`config.mk`:
```
export PLATFORM = sky130hd
export DESIGN_NAME = fmv_voter
export DESIGN_NICKNAME = d
export VERILOG_FILES = /design/src/rtl/fmv_pkg.sv /design/src/rtl/fmv_pair_cmp.sv /design/src/rtl/fmv_agree.sv /design/src/rtl/fmv_sel_enc.sv /design/src/rtl/fmv_voter.sv
export SDC_FILE = /design/constraint.sdc
export NUM_CORES = 1
export LEC_CHECK = 0
export BUFFER_PORTS_ARGS = -buffer_cell sky130_fd_sc_hd__buf_2
export CORE_ASPECT_RATIO = 0.8
export CORE_MARGIN = 1.5
export CORE_UTILIZATION = 48
export DETAILED_ROUTE_END_ITERATION = 6
export PLACE_DENSITY = 0.9
export SETUP_SLACK_MARGIN = 0.5
export SYNTH_ARGS = -nofsm -noshare
export SYNTH_HDL_FRONTEND = slang
export SYNTH_HIERARCHICAL = 1
export SYNTH_SLANG_ARGS = --single-unit
```
`constraint.sdc`:
```
create_clock -name vclk -period 2.8
set_input_delay 0.14 -clock vclk [all_inputs]
set_output_delay 0.14 -clock vclk [all_outputs]
set_load 0.01 [all_outputs]
```
`src/rtl/fmv_pkg.sv`:
```
package fmv_pkg;
    localparam int NMOD  = 5;
    localparam int NPAIR = NMOD * (NMOD - 1) / 2;
    localparam int SELW  = $clog2(NMOD);
    localparam int CNTW  = $clog2(NMOD);

    // lower member of pair k, pairs enumerated (0,1),(0,2)..(NMOD-2,NMOD-1)
    function automatic int pair_lo(input int k);
        int idx;
        idx = 0;
        pair_lo = 0;
        for (int a = 0; a < NMOD; a++) begin
            for (int b = a + 1; b < NMOD; b++) begin
                if (idx == k) pair_lo = a;
                idx++;
            end
        end
    endfunction

    function automatic int pair_hi(input int k);
        int idx;
        idx = 0;
        pair_hi = 0;
        for (int a = 0; a < NMOD; a++) begin
            for (int b = a + 1; b < NMOD; b++) begin
                if (idx == k) pair_hi = b;
                idx++;
            end
        end
    endfunction
endpackage

```
`src/rtl/fmv_pair_cmp.sv`:
```
module fmv_pair_cmp
    import fmv_pkg::*;
#(
    parameter int WIDTH = 8
) (
    input  logic [NMOD-1:0][WIDTH-1:0] words,
    output logic [NPAIR-1:0]           mismatch
);
    for (genvar k = 0; k < NPAIR; k++) begin : g_cmp
        localparam int LO = pair_lo(k);
        localparam int HI = pair_hi(k);
        assign mismatch[k] = |(words[LO] ^ words[HI]);
    end
endmodule

```
`src/rtl/fmv_agree.sv`:
```
module fmv_agree
    import fmv_pkg::*;
(
    input  logic [NPAIR-1:0] mismatch,
    output logic [NMOD-1:0]  agree
);
    for (genvar m = 0; m < NMOD; m++) begin : g_mod
        logic [CNTW-1:0] match_cnt_d;
        always_comb begin
            match_cnt_d = '0;
            for (int k = 0; k < NPAIR; k++) begin
                if ((pair_lo(k) == m || pair_hi(k) == m) && !mismatch[k])
                    match_cnt_d = match_cnt_d + CNTW'(1);
            end
        end
        assign agree[m] = (match_cnt_d >= CNTW'(2));
    end
endmodule

```
`src/rtl/fmv_sel_enc.sv`:
```
module fmv_sel_enc
    import fmv_pkg::*;
(
    input  logic [NMOD-1:0] agree,
    output logic [SELW-1:0] sel,
    output logic            none
);
    always_comb begin
        sel  = '0;
        none = ~|agree;
        for (int m = NMOD - 1; m >= 0; m--) begin
            if (agree[m]) sel = SELW'(m);
        end
    end
endmodule

```
`src/rtl/fmv_voter.sv`:
```
module fmv_voter
    import fmv_pkg::*;
#(
    parameter int WIDTH = 8
) (
    input  logic [NMOD-1:0][WIDTH-1:0] rep_in,
    output logic [WIDTH-1:0]           voted_out,
    output logic [NPAIR-1:0]           pair_err,
    output logic [NMOD-1:0]            mod_disagree,
    output logic [SELW-1:0]            sel_code,
    output logic                       no_majority,
    output logic                       any_error
);
    logic [NMOD-1:0] agree;

    fmv_pair_cmp #(.WIDTH(WIDTH)) u_cmp (
        .words    (rep_in),
        .mismatch (pair_err)
    );

    fmv_agree u_agree (
        .mismatch (pair_err),
        .agree    (agree)
    );

    fmv_sel_enc u_enc (
        .agree (agree),
        .sel   (sel_code),
        .none  (no_majority)
    );

    always_comb begin
        voted_out = rep_in[0];
        for (int m = 1; m < NMOD; m++) begin
            if (sel_code == SELW'(m)) voted_out = rep_in[m];
        end
    end

    assign mod_disagree = ~agree;
    assign any_error    = |pair_err;
endmodule

```
==> results of run 1 <==
==> timing repair <==
| action | 4_1_cts |
|---|---|
| setup endpoints to repair | 17 |
| gates resized for setup | 150 |
| pin swaps | 50 |
| setup buffers | 23 |
| gates cloned | 1 |
==> stage by stage <==
stage	hold WS, ps	setup TNS [ps]
3_5_place_dp	654.9	-10200
4_1_cts	659.2	-5075
3_3_place_gp	646.9	-7432
2_1_floorplan	413.0	-2683
==> cell families after synthesis <==
group / after synthesis / share of synthesized area
AO/OA/AOI/OAI: 34 / 0.1223
XOR/XNOR: 90 / 0.4189
AND/OR/NAND/NOR: 81 / 0.2414
buffers and inverters: 28 / 0.06981
adder cells (fa/ha/maj): 15 / 0.09973
multiplexers: 9 / 0.04787
==> results.md, run 1 <==
- Port bufs: slightly below 70
- Log Error: [ERROR DPL-0038] Utilization greater than 100%, impossible to legalize
- DP Area: 2829 sq um
- Last step reached: global routing (5_1_grt)
- Synthesized area per cell: 7.322 sq um
- Count leader, synth: xor2_1
- Starting Density: 0.4980
- Largest net degree at the start of global routing: 28
- Placed insts: ~450
- Place WS: -1068 ps
- Post-CTS Hold Fix Bufs: 0
- Register area share after synthesis: 0
- Syn nets: roughly 310
- Post-synth cell types: 28
- Commonest cells in the synthesized netlist: xor2_1 (85), nor4_1 (22), inv_1 (20)
- Synth Instances: ~260
- Routability cong.: 0.9376
- Mapped cell area: about 1900 sq um
- Top cell type's share of synthesized area: 0.3956
- Die width: ~73 um
- Outcome: aborted with a tool error
- Ports: about 70
- Area leader, netlist: xor2_1
- Number of synthesis warnings: 6
- Post-DP HPWL: ~5600 um
- Row Count: 20
- Synth area leaders: xor2_1 (40%), ha_1 (10%), nor4_1 (7.3%), mux2i_1 (4.8%), a32o_1 (4.3%)
- Worst endpoint after global-route timing repair: voted_out[0]
- Die height: roughly 59 um
- Kind of the worst endpoint: top-level output
==> run 2: changes to the inputs <==
--- a/config.mk
+++ b/config.mk
@@ -6,12 +6,10 @@
 export NUM_CORES = 1
 export LEC_CHECK = 0
 export BUFFER_PORTS_ARGS = -buffer_cell sky130_fd_sc_hd__buf_2
-export CORE_ASPECT_RATIO = 0.8
 export CORE_MARGIN = 1.5
-export CORE_UTILIZATION = 48
+export CORE_UTILIZATION = 40
 export DETAILED_ROUTE_END_ITERATION = 6
-export PLACE_DENSITY = 0.9
-export SETUP_SLACK_MARGIN = 0.5
+export PLACE_DENSITY_LB_ADDON = 0.15
 export SYNTH_ARGS = -nofsm -noshare
 export SYNTH_HDL_FRONTEND = slang
 export SYNTH_HIERARCHICAL = 1
==> constraint.sdc (replaced) <==
create_clock -name vclk -period 3.6
set_input_delay 0.18 -clock vclk [all_inputs]
set_output_delay 0.18 -clock vclk [all_outputs]
set_load 0.01 [all_outputs]
==> run 2 against run 1 <==
  * The flow now finishes, with violations (DRC, setup timing)
  * Synthesized cell count unchanged
  * Area after synthesis unchanged
==> results.md, run 2 <==
- Outcome: finished, violations left
- Failing checks: DRC, setup timing
- Largest net degree at the start of global routing: 25
- CP peak stage delay: approximately 600 ps
- RSZ-0062 raised after global routing: yes
- Met3 Resource Use GR: 0.01406
- Synthesized area per cell: about 7.3 sq um
- Filler cell count: about 280
- Fin crit share: 1.024
- Vias in the first global route: about 2300
- Post-CTS Hold Fix Bufs: 0
- Antenna Nets Post-Route: 0
- Number of synthesis warnings: 6
- Port bufs: 68
- Post-synth cell types: 28
- Seq Cell Count: 0
- Row Count: 24
- Critical path class: input port to output port
- Ports: 68
- Syn nets: ~310
- Die height: ~72 um
- Most frequent cells in the layout: xor2_1 (78), buf_4 (72), buf_2 (56)
- Mapped cell area: 1882 sq um
- Met2 GRT Util: 0.4870
- Critical Path AT: 3510 ps
- Max transition margin: 0.6630
- DR DRC count: 3
- Most common cell after layout, fill and taps aside: xor2_1
- Data required, critical path: around 3400 ps
- DRT Pass-1 Iters: 7
- Max Cap Viol: 0
- Critical path depth in cells: 20
- Grt met1 use: 0.3342
- Final hold violations: 0
- Commonest cells in the synthesized netlist: xor2_1 (85), nor4_1 (22), inv_1 (20)
- Final total negative setup slack: -481.9 ps
- Cell mode on critical path: buf_6
- Multi-input logic area: 2293 sq um
- CP Cell Sequence: buf_2, xor2_1, nor4_1, buf_4, nand2_4, buf_6, ha_4, nor2_4, a21oi_2, inv_1, ha_2, xor2_1, a32oi_1, or4_4, nor2_4, buf_6, nor3b_4, buf_6, a32o_1, buf_2
- PD cells: 75.94 nW/um^2
- Final core occ: 0.8136
- Worst Hold Class: input port to output port
- Area leader, netlist: xor2_1
- Area Overhead vs Synth: 92.15%
- CP startpoint: rep_in[6]
- Peak VDD IR: approximately 68 uV
- Final WL: 8213 um
- Most used routing layer: met2
- Bufs and invs on worst path: 7
- Ratio of cells with drive above 1 in the final layout: 0.5682
- Top cell type's share of synthesized area: 0.3956
- Ant. Diodes: 0
- Fin nets: between 400 and 500
- Worst Setup EP: voted_out[1]
- Clock buffers: 0
- Max-slew violations: 0
- Drt via density: around 5.7
- Starting Density: 0.4234
- Synth area leaders: xor2_1 (40%), ha_1 (10%), nor4_1 (7.3%), mux2i_1 (4.8%), a32o_1 (4.3%)
- First-pass GRT wire length: around 11000 um
- Top delay family on crit path: simple AND/OR/NAND/NOR gates
- Register area share after synthesis: 0
- Routability cong.: about 0.9
- Critical Path Sink Type: output port
- Endpoints failing setup: 8
- Fin Hold WS: ~790 ps
- Gr ovfl total: 0
- Synth Instances: roughly 260
- Leak pwr: 1.630 nW
- Least-Margin Pin Slew: around 500 ps
- Final worst path period need: between 3000 and 4000 ps
- WL/cell: approximately 18 um
- Count leader, synth: xor2_1
- Slowest CP cell: or4_4
- Die Footprint: between 5000 and 6000 sq um
- Core footprint: approximately 4400 sq um
- Storage element area: 0 sq um
- Vias: 2575
- Final setup margin: -85.52 ps
- Post-DP HPWL: around 5400 um
- Initial antenna violation count: 0
- GRT Total Usage: 0.2604
- Max FO, Critical Path: 7
- Critical Path Start Type: input port
- Die width: 71.59 um
- Iteration-0 DRC Markers: between 150 and 200
- Highest clock rate: between 0.2 and 0.3 GHz
run 2: cell counts after synthesis:
No cell type changed its count.
run 2: logic make-up (layout without fill, tap and decap cells):
family	count (synthesis)	in the layout	share of synthesized area
mux	9	9	0.04787
simple gates	81	81	0.2414
buf+inv	28	174	0.06981
fa+ha+maj	15	15	0.09973
xor+xnor	90	90	0.4189
compound gates	34	34	0.1223
run 2: metrics by stage:
step                area, sq um  total power (W)  setup WS [ps]  std cells
floorplan                  1882       0.00009502          167.8        257
global placement           2773        0.0002184         -91.40        435
detailed placement         2773        0.0002204         -144.7        435
CTS                        2912        0.0002294         -6.597        443
global route               3616        0.0002924         -216.3        455
finish                     3616        0.0002746         -85.52        455
run 2: area by class of cell:
| type | count | share of cell area |
|---|---|---|
| inverter | 20 | 0.02284 |
| multi-input combinational | 229 | 0.6343 |
| tap | 52 | 0.01799 |
| timing repair buffer | 154 | 0.3249 |
run 2: how the worst min path moves through the flow:
stage	from	end	slack, ps	cells past startpoint
after global placement	rep_in[35]	voted_out[3]	780	3
after global routing	rep_in[34]	voted_out[2]	800	3
after CTS	rep_in[34]	voted_out[2]	780	3
after detailed placement	rep_in[34]	voted_out[2]	780	3
after floorplan	rep_in[32]	voted_out[0]	510	1
final	rep_in[34]	voted_out[2]	790	3
run 2: power by group:
part	internal, W	switching [W]	total, W	leakage [nW]
Clock	0	0	0	0
Combinational	0.000131	0.000144	0.000275	1.63
Sequential	0	0	0	0
run 2: metal layers:
layer | routed length, um | part of all wire
met5 | 0 | 0
met4 | 255 | 0.031
met3 | 434 | 0.053
met2 | 4258 | 0.52
met1 | 3264 | 0.40
run 2: what timing repair did:
| action | 4_1_cts | 5_1_grt |
|---|---|---|
| gates resized for setup | 19 | 136 |
| cloned | 0 | 1 |
| pin swaps | 17 | 48 |
| setup buffers | 8 | 13 |
| setup endpoints to repair | 8 | 8 |
No activity file was read; power rests on OpenSTA's default activity.
==> run 3: changes to the inputs <==
==> constraint.sdc (replaced) <==
create_clock -name vclk -period 3.6
set_input_delay 0 -clock vclk [all_inputs]
set_output_delay 0 -clock vclk [all_outputs]
set_load 0.01 [all_outputs]
==> run 3 against run 2 <==
  * The flow finishes with violations (DRC)
  * Combinational power is 27% lower
  * Cell area decreased by 32%
  * Core utilization shrank 26 points
  * Fmax grew 8.9%
  * Critical endpoint is now voted_out[2]
  * Highest routed layer unchanged
==> results.md, run 3 (same netlist as run 2, synthesis figures left out) <==
- Outcome: finished, violations left
- Failing checks: DRC
- Critical path class: input port to output port
- Starting Density: 0.4234
- PD cells: a little over 80 nW/um^2
- DRT Pass-1 Iters: 7
- Final core occ: 0.5512
- Endpoints failing setup: 0
- Most frequent cells in the layout: xor2_1 (85), buf_2 (68), inv_1 (20)
- Ports: around 70
- Routability cong.: 0.8741
- Drt via density: 5.445
- RSZ-0062 raised after global routing: no
- WL/cell: 15.74 um
- Antenna Nets Post-Route: 0
- Core footprint: roughly 4400 sq um
- Final WL: 6046 um
- Die height: around 72 um
- Placed insts: between 300 and 400
- Fin crit share: 0.9403
- Max transition margin: 0.6750
- Least-Margin Pin Slew: roughly 480 ps
- Iteration-0 DRC Markers: between 100 and 150
- Initial antenna violation count: 0
- Critical Path Sink Type: output port
- Ant. Diodes: 0
- Post-Layout Cell Count: ~380
- Die Footprint: between 5000 and 6000 sq um
- Seq Cell Count: 0
- Peak VDD IR: between 60 and 70 uV
- Vias: 2091
- Post-DP HPWL: 4854 um
- Fin nets: just under 400
- Gr ovfl total: 0
- Data required, critical path: between 3000 and 4000 ps
- Critical Path Start Type: input port
- Most common cell after layout, fill and taps aside: xor2_1
- DR DRC count: 1
- Final total negative setup slack: 0 ps
- Storage element area: 0 sq um
- Vias in the first global route: approximately 1900
- Largest net degree at the start of global routing: 28
- Leak pwr: 1.143 nW
- Final worst path period need: between 3000 and 4000 ps
- Area Overhead vs Synth: 30.19%
- GRT Total Usage: 0.2327
- First-pass GRT wire length: between 9000 and 10000 um
- Max-slew violations: 0
- Max FO, Critical Path: 12
- Highest clock rate: between 0.2 and 0.3 GHz
- Ratio of cells with drive above 1 in the final layout: 0.3163
- Max Cap Viol: 0
- Final hold violations: 0
- Die width: between 70 and 80 um
- Worst Hold Class: input port to output port
- Port bufs: between 60 and 70
- Critical Path AT: approximately 3400 ps
- Row Count: 24
- Clock buffers: 0
-- run 3: cell types whose count changed in the layout (fill, tap and decap cells not counted), sizes merged --
cell,previous run,this run
buf,153,83
clkbuf,1,0
-- run 3: layer usage --
layer | vias to the layer above | global-route usage | routed length, um
met5 | - | 0 | 0
met4 | 0 | 0.02516 | 51
met1 | 974 | 0.3325 | 2788
met2 | 66 | 0.4039 | 2924
met3 | 4 | 0.007032 | 282
li1 | 1047 | - | -
-- run 3: stage by stage --
step | hold WS [ps] | total power, W | cell area (sq um) | worst slack (ps)
6_report | 415.8 | 0.0002022 | 2450 | 214.8
5_1_grt | 429.9 | 0.0002204 | 2450 | 5.659
4_1_cts | 420.1 | 0.0001877 | 2342 | 24.92
3_5_place_dp | 417.1 | 0.0001868 | 2335 | 3.088
3_3_place_gp | 424.7 | 0.0001859 | 2335 | 23.68
2_1_floorplan | 154.2 | 0.00009502 | 1882 | 527.8
-- run 3: layout make-up --
type	instances	area, sq um
multi-input combinational	229	1844
timing repair buffer	83	465.4
tap	52	65.06
fill	448	1994
inverter	20	75.07
-- run 3: worst paths after layout --
kind	slack, ps	from	endpoint	depth (start not counted)
worst max-delay path	210	rep_in[0]	voted_out[2]	17
worst min-delay path	420	rep_in[37]	voted_out[5]	3
-- run 3: timing repair --
action	in CTS	in global routing
buffers inserted	0	4
endpoints found under the setup margin	1	8
hold buffers	0	0
hold endpoints to repair	0	0
pin swaps	0	4
gates resized for setup	1	15
-- run 3: where the power goes --
part / total [W] / internal, W / switching (W)
Sequential: 0 / 0 / 0
Clock: 0 / 0 / 0
Combinational: 0.000202 / 0.0000826 / 0.000120
-- run 3: worst max-delay path, cell delays in order --
cell and delay (ps):
buf_2 150, xor2_1 180, nor4_2 380, nand2_2 150
inv_1 120, ha_1 260, xnor2_1 170, ha_1 190
xor2_1 180, a32oi_2 120, or4_4 550, nor2_1 110
buf_4 190, nor3b_4 210, buf_4 160, a32o_1 130
buf_2 130
==> run 4: changes to the inputs <==
--- a/config.mk
+++ b/config.mk
@@ -9,7 +9,7 @@
 export CORE_MARGIN = 1.5
 export CORE_UTILIZATION = 40
 export DETAILED_ROUTE_END_ITERATION = 6
-export PLACE_DENSITY_LB_ADDON = 0.15
+export PLACE_DENSITY = 0.75
 export SYNTH_ARGS = -nofsm -noshare
 export SYNTH_HDL_FRONTEND = slang
 export SYNTH_HIERARCHICAL = 1
==> run 4 against run 3 <==
  * Combinational power barely moved
  * Largest cell class unchanged
  * The run now ends clean
  * Critical path type unchanged
  * Cell count did not move
  * Highest routed layer unchanged
  * Critical endpoint is now voted_out[7]
  * First-iteration DRC count rose by 45%
==> results.md, run 4 (same netlist as run 2, synthesis figures left out) <==
- Final non-filler cell area: 2452 sq um
- Routability cong.: around 0.86
- Multi-input logic area: 1834 sq um
- Critical path class: input port to output port
- Max transition margin: 0.6880
- Worst Hold Class: input port to output port
- Critical Path Sink Type: output port
- Most common cell after layout, fill and taps aside: xor2_1
- Post-CTS Hold Fix Bufs: 0
- Gr ovfl total: 0
- PD cells: slightly above 80 nW/um^2
- Highest clock rate: roughly 0.29 GHz
- DRT Pass-1 Iters: 6
- Die height: approximately 72 um
- Storage element area: 0 sq um
- Final hold violations: 0
- Max-slew violations: 0
- CP Cell Sequence: buf_2, xor2_1, nor4_2, nand2_1, inv_1, ha_1, xnor2_1, ha_1, xor2_1, a32oi_1, or4_4, nor2_1, buf_4, and2b_2, nand2_1, a32o_1, buf_2
- Ant. Diodes: 0
- Antenna Nets Post-Route: 0
- Post-DP HPWL: 4877 um
- Slowest CP cell: or4_4
- GRT Total Usage: 0.2304
- Filler cell count: roughly 430
- Largest net degree at the start of global routing: 28
- Ratio of cells with drive above 1 in the final layout: 0.3102
- Die Footprint: 5125 sq um
- Final WL: between 6000 and 7000 um
- Place WS: about 95 ps
- Fin crit share: 0.9540
- Final core occ: 0.5518
- Critical Path AT: about 3400 ps
- Port bufs: just under 70
- Area Overhead vs Synth: 30.32%
- WL/cell: approximately 16 um
- Final total negative setup slack: 0 ps
- Least-Margin Pin Slew: roughly 470 ps
- Max Cap Viol: 0
- DP Area: about 2400 sq um
- Seq Cell Count: 0
- Data required, critical path: 3600 ps
- Critical Path Start Type: input port
- Ports: slightly below 70
- Iteration-0 DRC Markers: 161
- WHS Path Cells: 3
- DR DRC count: 0
- Final worst path period need: 3434 ps
- Design Power: 0.0002013 W
- Peak VDD IR: 53.13 uV
- First-pass GRT wire length: between 9000 and 10000 um
- Core footprint: approximately 4400 sq um
- Clock buffers: 0
- CP peak stage delay: 590 ps
- Starting Density: 0.4234
- Vias: between 2000 and 2500
- Initial antenna violation count: 0
- Drt via density: around 5.8
- Outcome: complete, no violations
- Final setup margin: 165.6 ps
- Die width: between 70 and 80 um
- Max FO, Critical Path: 8
- Endpoints failing setup: 0
- Fin nets: 389
- Most frequent cells in the layout: xor2_1 (85), buf_2 (68), inv_1 (20)
- Vias in the first global route: approximately 2000
- Leak pwr: roughly 1.1 nW
- Row Count: 24
## run 4: cell counts in the layout (fill, tap and decap cells not counted)
Identical to the previous run, type by type.
## run 4: per-layer routing
layer,global-route usage,vias to the layer above,share of wire
met4,0.02516,0,0.022
met5,0,-,0
met1,0.3282,1045,0.44
li1,-,1047,-
met2,0.4008,108,0.48
met3,0.007032,20,0.057
## run 4: report_power, final
part / switching [W] / internal [W] / total, W
Combinational: 0.000119 / 0.0000825 / 0.000201
Clock: 0 / 0 / 0
Sequential: 0 / 0 / 0
## run 4: per-stage QoR
stage / hold WS (ps) / cells
after floorplan: 154.2 / 257
after global placement: 409.0 / 381
after detailed placement: 407.1 / 381
after CTS: 410.1 / 381
after global routing: 422.2 / 384
final: 405.0 / 384
## run 4: final cells by class
| type | count | share of cell area |
|---|---|---|
| inverters | 20 | 0.03061 |
| well taps | 52 | 0.02653 |
| repair buffers | 83 | 0.1949 |
| multi-input cells | 229 | 0.7480 |
## run 4: worst paths after layout
kind	startpoint	to
min	rep_in[32]	voted_out[0]
max	rep_in[4]	voted_out[7]
## run 4: timing repair
action,4_1_cts,5_1_grt
endpoints found under the setup margin,0,8
setup buffers,0,3
gates resized for setup,0,13
## run 4: worst max-delay path, delay by kind of cell
family                     cells  cell delay [ps]
AOI/OAI and AO/OA              2              310
xor gates and xnor gates       3              530
adders and majority gates      2              450
buffers and inverters          4              580
and+or+nand+nor                6             1540
